**config.mk**
```make
export PLATFORM = sky130hd
export DESIGN_NAME = rtw_radix_walker
export DESIGN_NICKNAME = d
export VERILOG_FILES = /design/src/rtl/rtw_pkg.sv /design/src/rtl/rtw_rst_sync.sv /design/src/rtl/rtw_level_index.sv /design/src/rtl/rtw_leaf_merge.sv /design/src/rtl/rtw_radix_walker.sv
export SDC_FILE = /design/constraint.sdc
export NUM_CORES = 1
export LEC_CHECK = 0
export BUFFER_PORTS_ARGS = -buffer_cell sky130_fd_sc_hd__buf_2
export CAP_MARGIN = 15
export CORE_UTILIZATION = 50
export DETAILED_ROUTE_END_ITERATION = 12
export HOLD_SLACK_MARGIN = 0.08
export MAX_ROUTING_LAYER = met4
export PLACE_DENSITY_LB_ADDON = 0.3
export SLEW_MARGIN = 25
export SYNTH_ARGS = -nofsm -noshare
export SYNTH_HDL_FRONTEND = slang
export SYNTH_SLANG_ARGS = --single-unit
```
**constraint.sdc**
```tcl
create_clock -name clk -period 37.9 [get_ports clk]
set_input_delay 0 -clock clk [delete_from_list [all_inputs] [get_ports clk]]
set_output_delay 0 -clock clk [all_outputs]
set_load 0.005 [all_outputs]
```
**src/rtl/rtw_pkg.sv**
```systemverilog
package rtw_pkg;

  localparam int DW = 64;

  typedef enum logic [1:0] {
    ACC_LOAD  = 2'd0,
    ACC_STORE = 2'd1,
    ACC_FETCH = 2'd2
  } acc_e;

  typedef enum logic [1:0] {
    FLT_NONE   = 2'd0,
    FLT_NOENT  = 2'd1,
    FLT_BADCFG = 2'd2
  } flt_e;

  localparam int VALID_POS       = 63;
  localparam int LEAF_POS        = 62;
  localparam int REF_POS         = 8;
  localparam int CHG_POS         = 7;
  localparam int MIN_IDX_BITS    = 5;
  localparam int ENTRY_SHIFT     = 3;   // 8-byte directory entries
  localparam int PRT_ENTRY_SHIFT = 4;   // 16-byte process-table entries
  localparam int PRT_MIN_SHIFT   = 12;
  localparam int BYPASS_SHIFT    = 12;
  localparam logic [DW-1:0] BYPASS_MASK = 64'h0FFF_FFFF_FFFF_FFFF;

  function automatic logic [DW-1:0] f_next_base(input logic [DW-1:0] e);
    return {8'h00, e[55:8], 8'h00};
  endfunction

  function automatic logic [4:0] f_idx_bits(input logic [DW-1:0] e);
    return e[4:0];
  endfunction

  function automatic logic [DW-1:0] f_page(input logic [DW-1:0] e);
    return {8'h00, e[55:12], 12'h000};
  endfunction

  function automatic logic [5:0] f_total_size(input logic [DW-1:0] e);
    return e[61:56];
  endfunction

endpackage

```
**src/rtl/rtw_rst_sync.sv**
```systemverilog
module rtw_rst_sync #(
  parameter int STAGES = 2
) (
  input  logic clk,
  input  logic rst_n_async,
  output logic rst_n_sync
);
  logic [STAGES-1:0] sync_q;

  always_ff @(posedge clk or negedge rst_n_async) begin
    if (!rst_n_async) sync_q <= '0;
    else              sync_q <= {sync_q[STAGES-2:0], 1'b1};
  end

  assign rst_n_sync = sync_q[STAGES-1];
endmodule

```
**src/rtl/rtw_level_index.sv**
```systemverilog
module rtw_level_index
  import rtw_pkg::*;
(
  input  logic [DW-1:0] ea,
  input  logic [DW-1:0] base,
  input  logic [4:0]    idx_bits,
  input  logic [5:0]    remain,
  output logic [DW-1:0] ent_addr,
  output logic          cfg_bad
);
  logic [5:0]    shamt;
  logic [DW-1:0] idx_mask;
  logic [DW-1:0] idx;

  always_comb begin
    cfg_bad  = (idx_bits < 5'(MIN_IDX_BITS)) || (6'(idx_bits) > remain);
    shamt    = remain - 6'(idx_bits);
    idx_mask = (64'd1 << idx_bits) - 64'd1;
    idx      = (ea >> shamt) & idx_mask;
    ent_addr = base + (idx << ENTRY_SHIFT);
  end
endmodule

```
**src/rtl/rtw_leaf_merge.sv**
```systemverilog
module rtw_leaf_merge
  import rtw_pkg::*;
(
  input  logic [DW-1:0] ea,
  input  logic [DW-1:0] pte,
  input  logic [5:0]    remain,
  input  logic          is_store,
  output logic [DW-1:0] raddr,
  output logic [DW-1:0] new_pte,
  output logic          need_wb,
  output logic          wr_keep
);
  logic [DW-1:0] low_mask;

  always_comb begin
    low_mask         = (64'd1 << remain) - 64'd1;
    raddr            = (f_page(pte) & ~low_mask) | (ea & low_mask);
    new_pte          = pte;
    new_pte[REF_POS] = 1'b1;
    if (is_store) new_pte[CHG_POS] = 1'b1;
    need_wb          = (new_pte != pte);
    wr_keep          = is_store;
  end
endmodule

```
**src/rtl/rtw_radix_walker.sv**
```systemverilog
module rtw_radix_walker
  import rtw_pkg::*;
#(
  parameter int PID_W      = 16,
  parameter int MAX_LEVELS = 5
) (
  input  logic             clk,
  input  logic             rst_n,
  input  logic             start,
  input  logic [63:0]      ea,
  input  logic [1:0]       acc,
  input  logic [PID_W-1:0] pid,
  input  logic [63:0]      ptab_base,
  input  logic [4:0]       ptab_size,
  input  logic             xlate_fetch,
  input  logic             xlate_data,
  output logic             busy,
  output logic             done,
  output logic [63:0]      real_addr,
  output logic [5:0]       page_shift,
  output logic [63:0]      leaf_entry,
  output logic [63:0]      leaf_addr,
  output logic [1:0]       fault,
  output logic             write_ok,
  output logic             rd_req,
  output logic [63:0]      rd_addr,
  input  logic             rd_valid,
  input  logic [63:0]      rd_data,
  output logic             wr_req,
  output logic [63:0]      wr_addr,
  output logic [63:0]      wr_data,
  input  logic             wr_ack
);

  localparam int LVL_W = $clog2(MAX_LEVELS + 1);

  typedef enum logic [2:0] {
    S_IDLE, S_PRT, S_LVL, S_LEAF, S_WB, S_DONE
  } st_e;

  logic rst_n_s;

  rtw_rst_sync #(.STAGES(2)) u_rst (
    .clk        (clk),
    .rst_n_async(rst_n),
    .rst_n_sync (rst_n_s)
  );

  st_e           st_q, st_d;
  logic [DW-1:0] ea_q, ea_d;
  acc_e          acc_q, acc_d;
  logic [DW-1:0] base_q, base_d;
  logic [4:0]    nb_q, nb_d;
  logic [5:0]    rem_q, rem_d;
  logic [LVL_W-1:0] lvl_q, lvl_d;
  logic [DW-1:0] pte_q, pte_d;
  logic [DW-1:0] paddr_q, paddr_d;
  logic [DW-1:0] res_ra_q, res_ra_d;
  logic [5:0]    res_psh_q, res_psh_d;
  logic [DW-1:0] res_ent_q, res_ent_d;
  logic [DW-1:0] res_ead_q, res_ead_d;
  flt_e          res_flt_q, res_flt_d;
  logic          res_wok_q, res_wok_d;
  logic          dp_en;

  // Start-time decisions
  logic          bypass;
  logic [DW-1:0] prt_off;
  logic [DW-1:0] prt_lim;

  always_comb begin
    bypass  = (acc_e'(acc) == ACC_FETCH) ? !xlate_fetch : !xlate_data;
    prt_off = 64'(pid) << PRT_ENTRY_SHIFT;
    prt_lim = 64'd1 << (6'(ptab_size) + 6'(PRT_MIN_SHIFT));
  end

  // Level index and leaf datapath
  logic [DW-1:0] ent_addr;
  logic          cfg_bad;
  logic [DW-1:0] m_raddr, m_new;
  logic          m_need_wb, m_wok;

  rtw_level_index u_idx (
    .ea      (ea_q),
    .base    (base_q),
    .idx_bits(nb_q),
    .remain  (rem_q),
    .ent_addr(ent_addr),
    .cfg_bad (cfg_bad)
  );

  rtw_leaf_merge u_leaf (
    .ea      (ea_q),
    .pte     (pte_q),
    .remain  (rem_q),
    .is_store(acc_q == ACC_STORE),
    .raddr   (m_raddr),
    .new_pte (m_new),
    .need_wb (m_need_wb),
    .wr_keep (m_wok)
  );

  // Next-state logic
  always_comb begin
    st_d      = st_q;
    ea_d      = ea_q;
    acc_d     = acc_q;
    base_d    = base_q;
    nb_d      = nb_q;
    rem_d     = rem_q;
    lvl_d     = lvl_q;
    pte_d     = pte_q;
    paddr_d   = paddr_q;
    res_ra_d  = res_ra_q;
    res_psh_d = res_psh_q;
    res_ent_d = res_ent_q;
    res_ead_d = res_ead_q;
    res_flt_d = res_flt_q;
    res_wok_d = res_wok_q;
    rd_req    = 1'b0;
    rd_addr   = base_q;
    wr_req    = 1'b0;

    unique case (st_q)
      S_IDLE: begin
        if (start) begin
          ea_d      = ea;
          acc_d     = acc_e'(acc);
          res_ra_d  = '0;
          res_psh_d = '0;
          res_ent_d = '0;
          res_ead_d = '0;
          res_wok_d = 1'b0;
          res_flt_d = FLT_NONE;
          if (bypass) begin
            res_ra_d  = ea & BYPASS_MASK;
            res_psh_d = 6'(BYPASS_SHIFT);
            res_wok_d = 1'b1;
            st_d      = S_DONE;
          end else if (prt_off >= prt_lim) begin
            res_flt_d = FLT_NOENT;
            st_d      = S_DONE;
          end else begin
            base_d = ptab_base + prt_off;
            st_d   = S_PRT;
          end
        end
      end

      S_PRT: begin
        rd_req  = 1'b1;
        rd_addr = base_q;
        if (rd_valid) begin
          base_d = f_next_base(rd_data);
          nb_d   = f_idx_bits(rd_data);
          rem_d  = f_total_size(rd_data);
          lvl_d  = '0;
          st_d   = S_LVL;
        end
      end

      S_LVL: begin
        rd_addr = ent_addr;
        if (cfg_bad) begin
          res_flt_d = FLT_BADCFG;
          st_d      = S_DONE;
        end else begin
          rd_req = 1'b1;
          if (rd_valid) begin
            if (!rd_data[VALID_POS]) begin
              res_flt_d = FLT_NOENT;
              st_d      = S_DONE;
            end else if (rd_data[LEAF_POS]) begin
              pte_d   = rd_data;
              paddr_d = ent_addr;
              rem_d   = rem_q - 6'(nb_q);
              st_d    = S_LEAF;
            end else if (lvl_q == LVL_W'(MAX_LEVELS - 1)) begin
              res_flt_d = FLT_BADCFG;
              st_d      = S_DONE;
            end else begin
              base_d = f_next_base(rd_data);
              nb_d   = f_idx_bits(rd_data);
              rem_d  = rem_q - 6'(nb_q);
              lvl_d  = lvl_q + 1'b1;
            end
          end
        end
      end

      S_LEAF: begin
        res_ra_d  = m_raddr;
        res_psh_d = rem_q;
        res_ent_d = m_new;
        res_ead_d = paddr_q;
        res_wok_d = m_wok;
        res_flt_d = FLT_NONE;
        st_d      = m_need_wb ? S_WB : S_DONE;
      end

      S_WB: begin
        wr_req = 1'b1;
        if (wr_ack) st_d = S_DONE;
      end

      S_DONE:  st_d = S_IDLE;
      default: st_d = S_IDLE;
    endcase
  end

  assign dp_en = (st_q != S_IDLE) || start;

  // Registers
  always_ff @(posedge clk or negedge rst_n_s) begin
    if (!rst_n_s) begin
      st_q <= S_IDLE;
    end else begin
      st_q <= st_d;
    end
  end

  always_ff @(posedge clk or negedge rst_n_s) begin
    if (!rst_n_s) begin
      ea_q      <= '0;
      acc_q     <= ACC_LOAD;
      base_q    <= '0;
      nb_q      <= '0;
      rem_q     <= '0;
      lvl_q     <= '0;
      pte_q     <= '0;
      paddr_q   <= '0;
      res_ra_q  <= '0;
      res_psh_q <= '0;
      res_ent_q <= '0;
      res_ead_q <= '0;
      res_flt_q <= FLT_NONE;
      res_wok_q <= 1'b0;
    end else if (dp_en) begin
      ea_q      <= ea_d;
      acc_q     <= acc_d;
      base_q    <= base_d;
      nb_q      <= nb_d;
      rem_q     <= rem_d;
      lvl_q     <= lvl_d;
      pte_q     <= pte_d;
      paddr_q   <= paddr_d;
      res_ra_q  <= res_ra_d;
      res_psh_q <= res_psh_d;
      res_ent_q <= res_ent_d;
      res_ead_q <= res_ead_d;
      res_flt_q <= res_flt_d;
      res_wok_q <= res_wok_d;
    end
  end

  assign busy       = (st_q != S_IDLE);
  assign done       = (st_q == S_DONE);
  assign real_addr  = res_ra_q;
  assign page_shift = res_psh_q;
  assign leaf_entry = res_ent_q;
  assign leaf_addr  = res_ead_q;
  assign fault      = res_flt_q;
  assign write_ok   = res_wok_q;
  assign wr_addr    = res_ead_q;
  assign wr_data    = res_ent_q;

  // Assertions
  assert_rd_hold_R11: assert property (@(posedge clk) disable iff (!rst_n_s)
    (rd_req && !rd_valid) |=> (rd_req && $stable(rd_addr)));

  assert_wr_hold_R11: assert property (@(posedge clk) disable iff (!rst_n_s)
    (wr_req && !wr_ack) |=> (wr_req && $stable(wr_addr) && $stable(wr_data)));

  assert_idle_quiet_R11: assert property (@(posedge clk) disable iff (!rst_n_s)
    !busy |-> (!rd_req && !wr_req));

  assert_done_pulse_R11: assert property (@(posedge clk) disable iff (!rst_n_s)
    done |=> !done);

  assert_wb_changed_R10: assert property (@(posedge clk) disable iff (!rst_n_s)
    wr_req |-> (wr_data != pte_q));

  assert_ref_set_R9: assert property (@(posedge clk) disable iff (!rst_n_s)
    wr_req |-> wr_data[REF_POS]);

  assert_chg_store_only_R9: assert property (@(posedge clk) disable iff (!rst_n_s)
    (wr_req && (acc_q != ACC_STORE)) |-> (wr_data[CHG_POS] == pte_q[CHG_POS]));

  assert_lvl_bound_R8: assert property (@(posedge clk) disable iff (!rst_n_s)
    (st_q == S_LVL) |-> (lvl_q < LVL_W'(MAX_LEVELS)));

endmodule

```
## After elaboration in Yosys (flattened, before gate mapping)

Index checks and enable logic that the tools add are counted.
W data, S select, Z words.

- Output and inout port bits: 397
- Bits of input ports: 222
- Register bits after elaboration: 477

- Reductions and logical operators: 18
- Equality and inequality tests: 24
- $lt $le $gt $ge: 3
- Add/subtract/negate cells: 7
- Bitwise logic cells: 6
- Muxes and demuxes: 70
- Shift-type cells: 4

Operators with widths:

| cell | count |
|---|---|
| $mux W64 | 12 |
| $pmux W64 S2 | 3 |
| $pmux W64 S3 | 1 |
| $shl A1 B6 Y64 const A | 2 |
| $add A64 B20 Y64 | 1 |
| $add A64 B64 Y64 | 1 |
| $and A56 B64 Y64 | 1 |
| $and A64 B64 Y64 | 1 |
| $ge A20 B64 Y1 | 1 |
| $not A64 Y64 | 1 |
| $or A64 B64 Y64 | 1 |
| $shr A64 B6 Y61 | 1 |
| $sub A64 B1 Y64 const B | 1 |
| $and A61 B61 Y61 | 1 |
| $shl A1 B5 Y61 const A | 1 |
| $sub A61 B1 Y61 const B | 1 |
| $mux W60 | 1 |
| $mux W3 | 16 |
| $mux W6 | 7 |
| $mux W5 | 6 |
| $pmux W6 S2 | 2 |
| $ne A2 B2 Y1 const B | 10 |
| $pmux W3 S5 | 1 |
| $mux W2 | 6 |
| other kinds (32) | 53 |

## Longest topological paths before layout

- Word-level depth: 7
- Gate-level depth with buffers: 29

## Modules after synthesis

Synthesis repeated with hierarchy kept, for this count alone.

- Cell total of the unflattened synthesis: 3861
- Area, all modules: 33226.9 sq um

Modules (own cells, without submodules):

| module | seq. area each (sq um) | cells each | instances | area an instance (sq um) |
|---|---|---|---|---|
| rtw_radix_walker | 11886.4 | 2326 | 1 | 23059.6 |
| rtw_level_index | 0.0 | 1203 | 1 | 7833.8 |
| rtw_leaf_merge | 0.0 | 329 | 1 | 2279.7 |
| rtw_rst_sync | 50.0 | 3 | 1 | 53.8 |

## Worst setup path after synthesis

OpenSTA, ideal clock, no wires.

- Path type: register to register
- Start: reg nb_q[1]
- End: reg paddr_q[63]
- Buffers on the path: 5
- Path slack: 32.290 ns
- Setup time: 0.128 ns
- Arrival time: 5.482 ns
- Cell stages (with the launch flop): 28
- Period minus slack after synthesis: 5.610 ns
- Cells stage by stage: dfrtp_1 clkbuf_1 clkinv_1 fa_1 buf_2 buf_4 buf_2 buf_2 mux4_2 mux2i_1 a211oi_1 a21oi_1 nor2_1 a21oi_1 a21oi_1 ha_1 inv_1 fa_1 nand2b_1 a21o_1 and3_4 o31ai_4 a31oi_1 o21ai_1 a31o_2 nand4_1 mux2i_1 a21oi_1

- Cells in the longest elaborated chain, start to end: 4

Ends and longest elaborated chain:

| element | RTL line | source |
|---|---|---|
| from (decl) | rtw_radix_walker.sv:53 | `logic [4:0] nb_q, nb_d;` |
| from (signal assigned) | rtw_radix_walker.sv:242 | `nb_q <= nb_d;` |
| $shl A1 B5 Y61 (tied with other cells) | rtw_level_index.sv:18 | `idx_mask = (64'd1 << idx_bits) - 64'd1;` |
| $sub A61 B1 Y61 (tied with other cells) | rtw_level_index.sv:18 |  |
| $and A61 B61 Y61 or $not A1 Y1 (tied branches) | -- |  |
| $add A64 B64 Y64 or $reduce_and A6 Y1 (tied branches) | -- |  |
| to (signal assigned) | rtw_radix_walker.sv:246 | `paddr_q <= paddr_d;` |
| to (decl) | rtw_radix_walker.sv:57 | `logic [DW-1:0] paddr_q, paddr_d;` |

Parallel ways exist; a longest one is shown, timed or not.
A chain may end at the register's enable or synchronous reset.

## Worst setup path in the final report

- Start: reg nb_q[1]
- End: out rd_addr[51]

- Cells in the longest elaborated chain, start to end: 5

Ends and longest elaborated chain:

| element | RTL line | source |
|---|---|---|
| $shl A1 B5 Y61 or $sub A6 B5 Y6 (tied branches) | rtw_level_index.sv:18, rtw_level_index.sv:17 |  |
| $sub A61 B1 Y61 or $shr A64 B6 Y61 (tied branches) | rtw_level_index.sv:18, rtw_level_index.sv:19 |  |
| $and A61 B61 Y61 * | rtw_level_index.sv:19 | `idx = (ea >> shamt) & idx_mask;` |
| $add A64 B64 Y64 * | rtw_level_index.sv:20 | `ent_addr = base + (idx << ENTRY_SHIFT);` |
| $mux W64 * | rtw_radix_walker.sv:124 | `unique case (st_q)` |
| to (decl) | rtw_radix_walker.sv:26 | `output logic [63:0] rd_addr,` |

Every way passes the cells marked *; elsewhere a longest branch is shown, timed or not.

==> run summary <==
Final Cycle Share: 21.5%
Number of CTS-inserted buffers: 51
Detail Route Antenna Nets: 0
Synth Area in Compound Gates: 16.9%
Ys flop type: dfrtp_1
Layout cell share with drive strength beyond 1: 18.7%
Layout fillers: 5668
Global route overflow: 0
Mapped Cells: 3980
Die H: 255 um
Synth Area per Inst: 8.01 um^2
Seq cells post-synth: 476
Number of synthesized flops with an enable pin: 0
Remaining DRCs: 0
DRT Pass-1 Iters: 6
Tightest Pin Transition: 1.03 ns
Status: finished clean
Nets: 4860
Worst Setup End Kind: output port
1st-iter DRT viols: 3484
Distinct cell type count after synthesis: 81
Final WL: 123 mm
CP delay by family, top: compound AO/OA/AOI/OAI gates
Via density: 5.91
Detailed placer's ending HPWL: 91.1 mm
# IOs: 619
Via count: 32000
Num rows: 92
Overall Power: 4.28 mW
Async SR Flop Fraction: 100%
Final hold viol count: 0
Synth warn: 0
Fin util: 61.2%
Setup TNS: 0 ns
CTS root buffer: clkbuf_16
Starting Density: 50.6%
CP startpoint kind: flop
Vias in the first global route: 29300
Unrepaired setup endpoints after global routing: false
TritonCTS clock tree: yes
Worst hold margin: 0.0963 ns
Clk slew on worst S/H paths: 0.06 ns
Largest family of logic cells by synthesized area: simple AND/OR/NAND/NOR gates
Cell taking the most area after synthesis: dfrtp_1
Most common cell after layout, fill and taps aside: nand2_1
Max-cap viol count: 0
Final setup violation count: 0
Initial antenna violation count: 3
Sink Count: 476
CTS Buffer Depth: 3
Die width: 255 um
Final max-slew violation count: 0
PD cells: 111 mW/mm^2
Area share of the largest cell type after synthesis: 37.3%
Netlist Area Pre-Place: 0.0319 mm^2
Multi-input gate area: 0.0180 mm^2
CP required: 37.90 ns
Final min period: 8.16 ns
Worst Path Buf+Inv: 4
P_leak: 19.6 nW
Gp weighted congestion: 1.07
Global Route Usage Sum: 37.8%
First-pass GRT wire length: 180 mm
Clk_lat worst skew: 0.63 ns
Total core area: 0.0631 mm^2
Part of the Yosys area used for sequential elements: 37.3%
Max IR drop VDD: 0.0862 mV
Register Area: 0.0119 mm^2
H-tree levels: 2
HP Class: input pin to flop
Area growth syn-to-layout: 21.1%
Synthesized-area fraction occupied by and/or/nand/nor cells: 22.7%
Critical path arrival: 8.16 ns
Die area: 0.0648 mm^2
Most frequent cells in the layout: nand2_1, buf_2, dfrtp_1
Port Buffers: 618
Max_slew headroom: 31.6%
Mux cell area share after synthesis: 8.13%
Largest net degree at the start of global routing: 119
CP max stage delay: 0.91 ns
Layout Skew: 0.0354 ns
DR WL/cell: 22.6 um
Crit Path Max Fanout: 69
Fraction of the mapped netlist area in adder cells: 4.19%
Ranking of synthesized cells by area: dfrtp_1, nand2_1, o21ai_0
XOR/XNOR share of the synthesized area: 3.68%
Max Fclk: 123 MHz
CP Class: flop to output port
CP max stage cell: fa_4
## what timing repair did
| item | in CTS | in global routing |
|---|---|---|
| hold buffers | 235 | 0 |
| hold endpoints to repair | 286 | 0 |
| setup buffers | 0 | 0 |
| setup endpoints to repair | 0 | 0 |
| gates resized for setup | 0 | 0 |
## layer usage
layer	up-vias	global-route usage (%)	routed length (um)
met5	-	-	0
met4	0	17.1	6080
met3	278	5.24	10100
met2	1670	56.9	55600
met1	15300	50.5	50800
li1	14800	-	-
## registers in the layout (all words and copies together), names as in the netlist
| signal | cells |
|---|---|
| page_shift | 6 |
| base_q | 64 |
| ea_q | 64 |
| acc_q | 2 |
| st_q | 3 |
| real_addr | 64 |
| leaf_addr | 64 |
| u_rst.sync_q | 2 |
| leaf_entry | 63 |
| fault | 2 |
| paddr_q | 64 |
| write_ok | 1 |
| lvl_q | 3 |
| pte_q | 63 |
| nb_q | 5 |
| rem_q | 6 |
## worst paths after layout
kind / slack [ns] / end / depth (start not counted) / startpoint
worst min register to register: 0.35 / u_rst.sync_q[1] / 0 / u_rst.sync_q[0]
worst max register to register: 30.33 / paddr_q[51] / 25 / nb_q[1]
worst min-delay path: 0.1 / base_q[16] / 6 / ptab_base[16]
worst max-delay path: 29.74 / rd_addr[51] / 26 / nb_q[1]
min in group asynchronous: 0.25 / u_rst.sync_q[1] / 3 / rst_n
max in group asynchronous: 34.71 / paddr_q[9] / 3 / u_rst.sync_q[1]
## kinds of logic (layout without fill, tap and decap cells)
family | Yosys count | after routing
AND/OR/NAND/NOR | 1732 | 1732
AO/OA/AOI/OAI | 885 | 885
flip-flops | 476 | 476
buffers and inverters | 447 | 1027
multiplexers | 200 | 200
XOR/XNOR | 133 | 133
adder cells (fa/ha/maj) | 105 | 105
other | 2 | 20
## synth_stat cells (43+ instances only)
cell type,count
mux2i_1,141
dfrtp_1,476
buf_2,49
buf_4,133
xor2_1,65
nand2_1,1084
nor2_1,243
xnor2_1,67
nand3_1,209
a21oi_1,277
a221oi_1,43
o21ai_0,283
mux4_2,46
clkbuf_1,195
a21o_1,47
ha_1,102
nor3_1,46
## where the power goes
group | internal (mW) | total (mW) | switching, mW
combinational | 1.05 | 2.85 | 1.80
clock | 0.303 | 0.527 | 0.223
sequential | 0.670 | 0.909 | 0.240
## worst register-to-register path: cells and delay by family, from the launching register on
| family | cells | cell delay [ns] |
|---|---|---|
| AO/OA/AOI/OAI | 13 | 3.06 |
| adder cells (fa/ha/maj) | 3 | 1.49 |
| buffers and inverters | 3 | 1.18 |
| flip-flops | 1 | 0.56 |
| AND/OR/NAND/NOR | 4 | 0.49 |
| XOR/XNOR | 1 | 0.33 |
| multiplexers | 1 | 0.30 |
## layout make-up
| class | count | area share, % |
|---|---|---|
| Timing Repair Buffer | 889 | 14.9 |
| Inverter | 44 | 0.428 |
| Sequential cell | 476 | 30.9 |
| Antenna cell | 4 | 0.0259 |
| Multi-Input combinational cell | 3071 | 46.5 |
| Clock buffer | 77 | 4.00 |
| Clock inverter | 17 | 0.541 |
| Tap cell | 846 | 2.74 |
## through the flow
| stage | cell area (um^2) | worst slack, ns | instances |
|---|---|---|---|
| 2_1_floorplan | 31900 | 23.65 | 3994 |
| 3_3_place_gp | 34500 | 30.44 | 5090 |
| 3_5_place_dp | 34500 | 30.35 | 5090 |
| 4_1_cts | 38600 | 29.72 | 5419 |
| 5_1_grt | 38600 | 29.17 | 5423 |
| 6_report | 38600 | 29.74 | 5424 |
(Power assumes the default switching activity.)
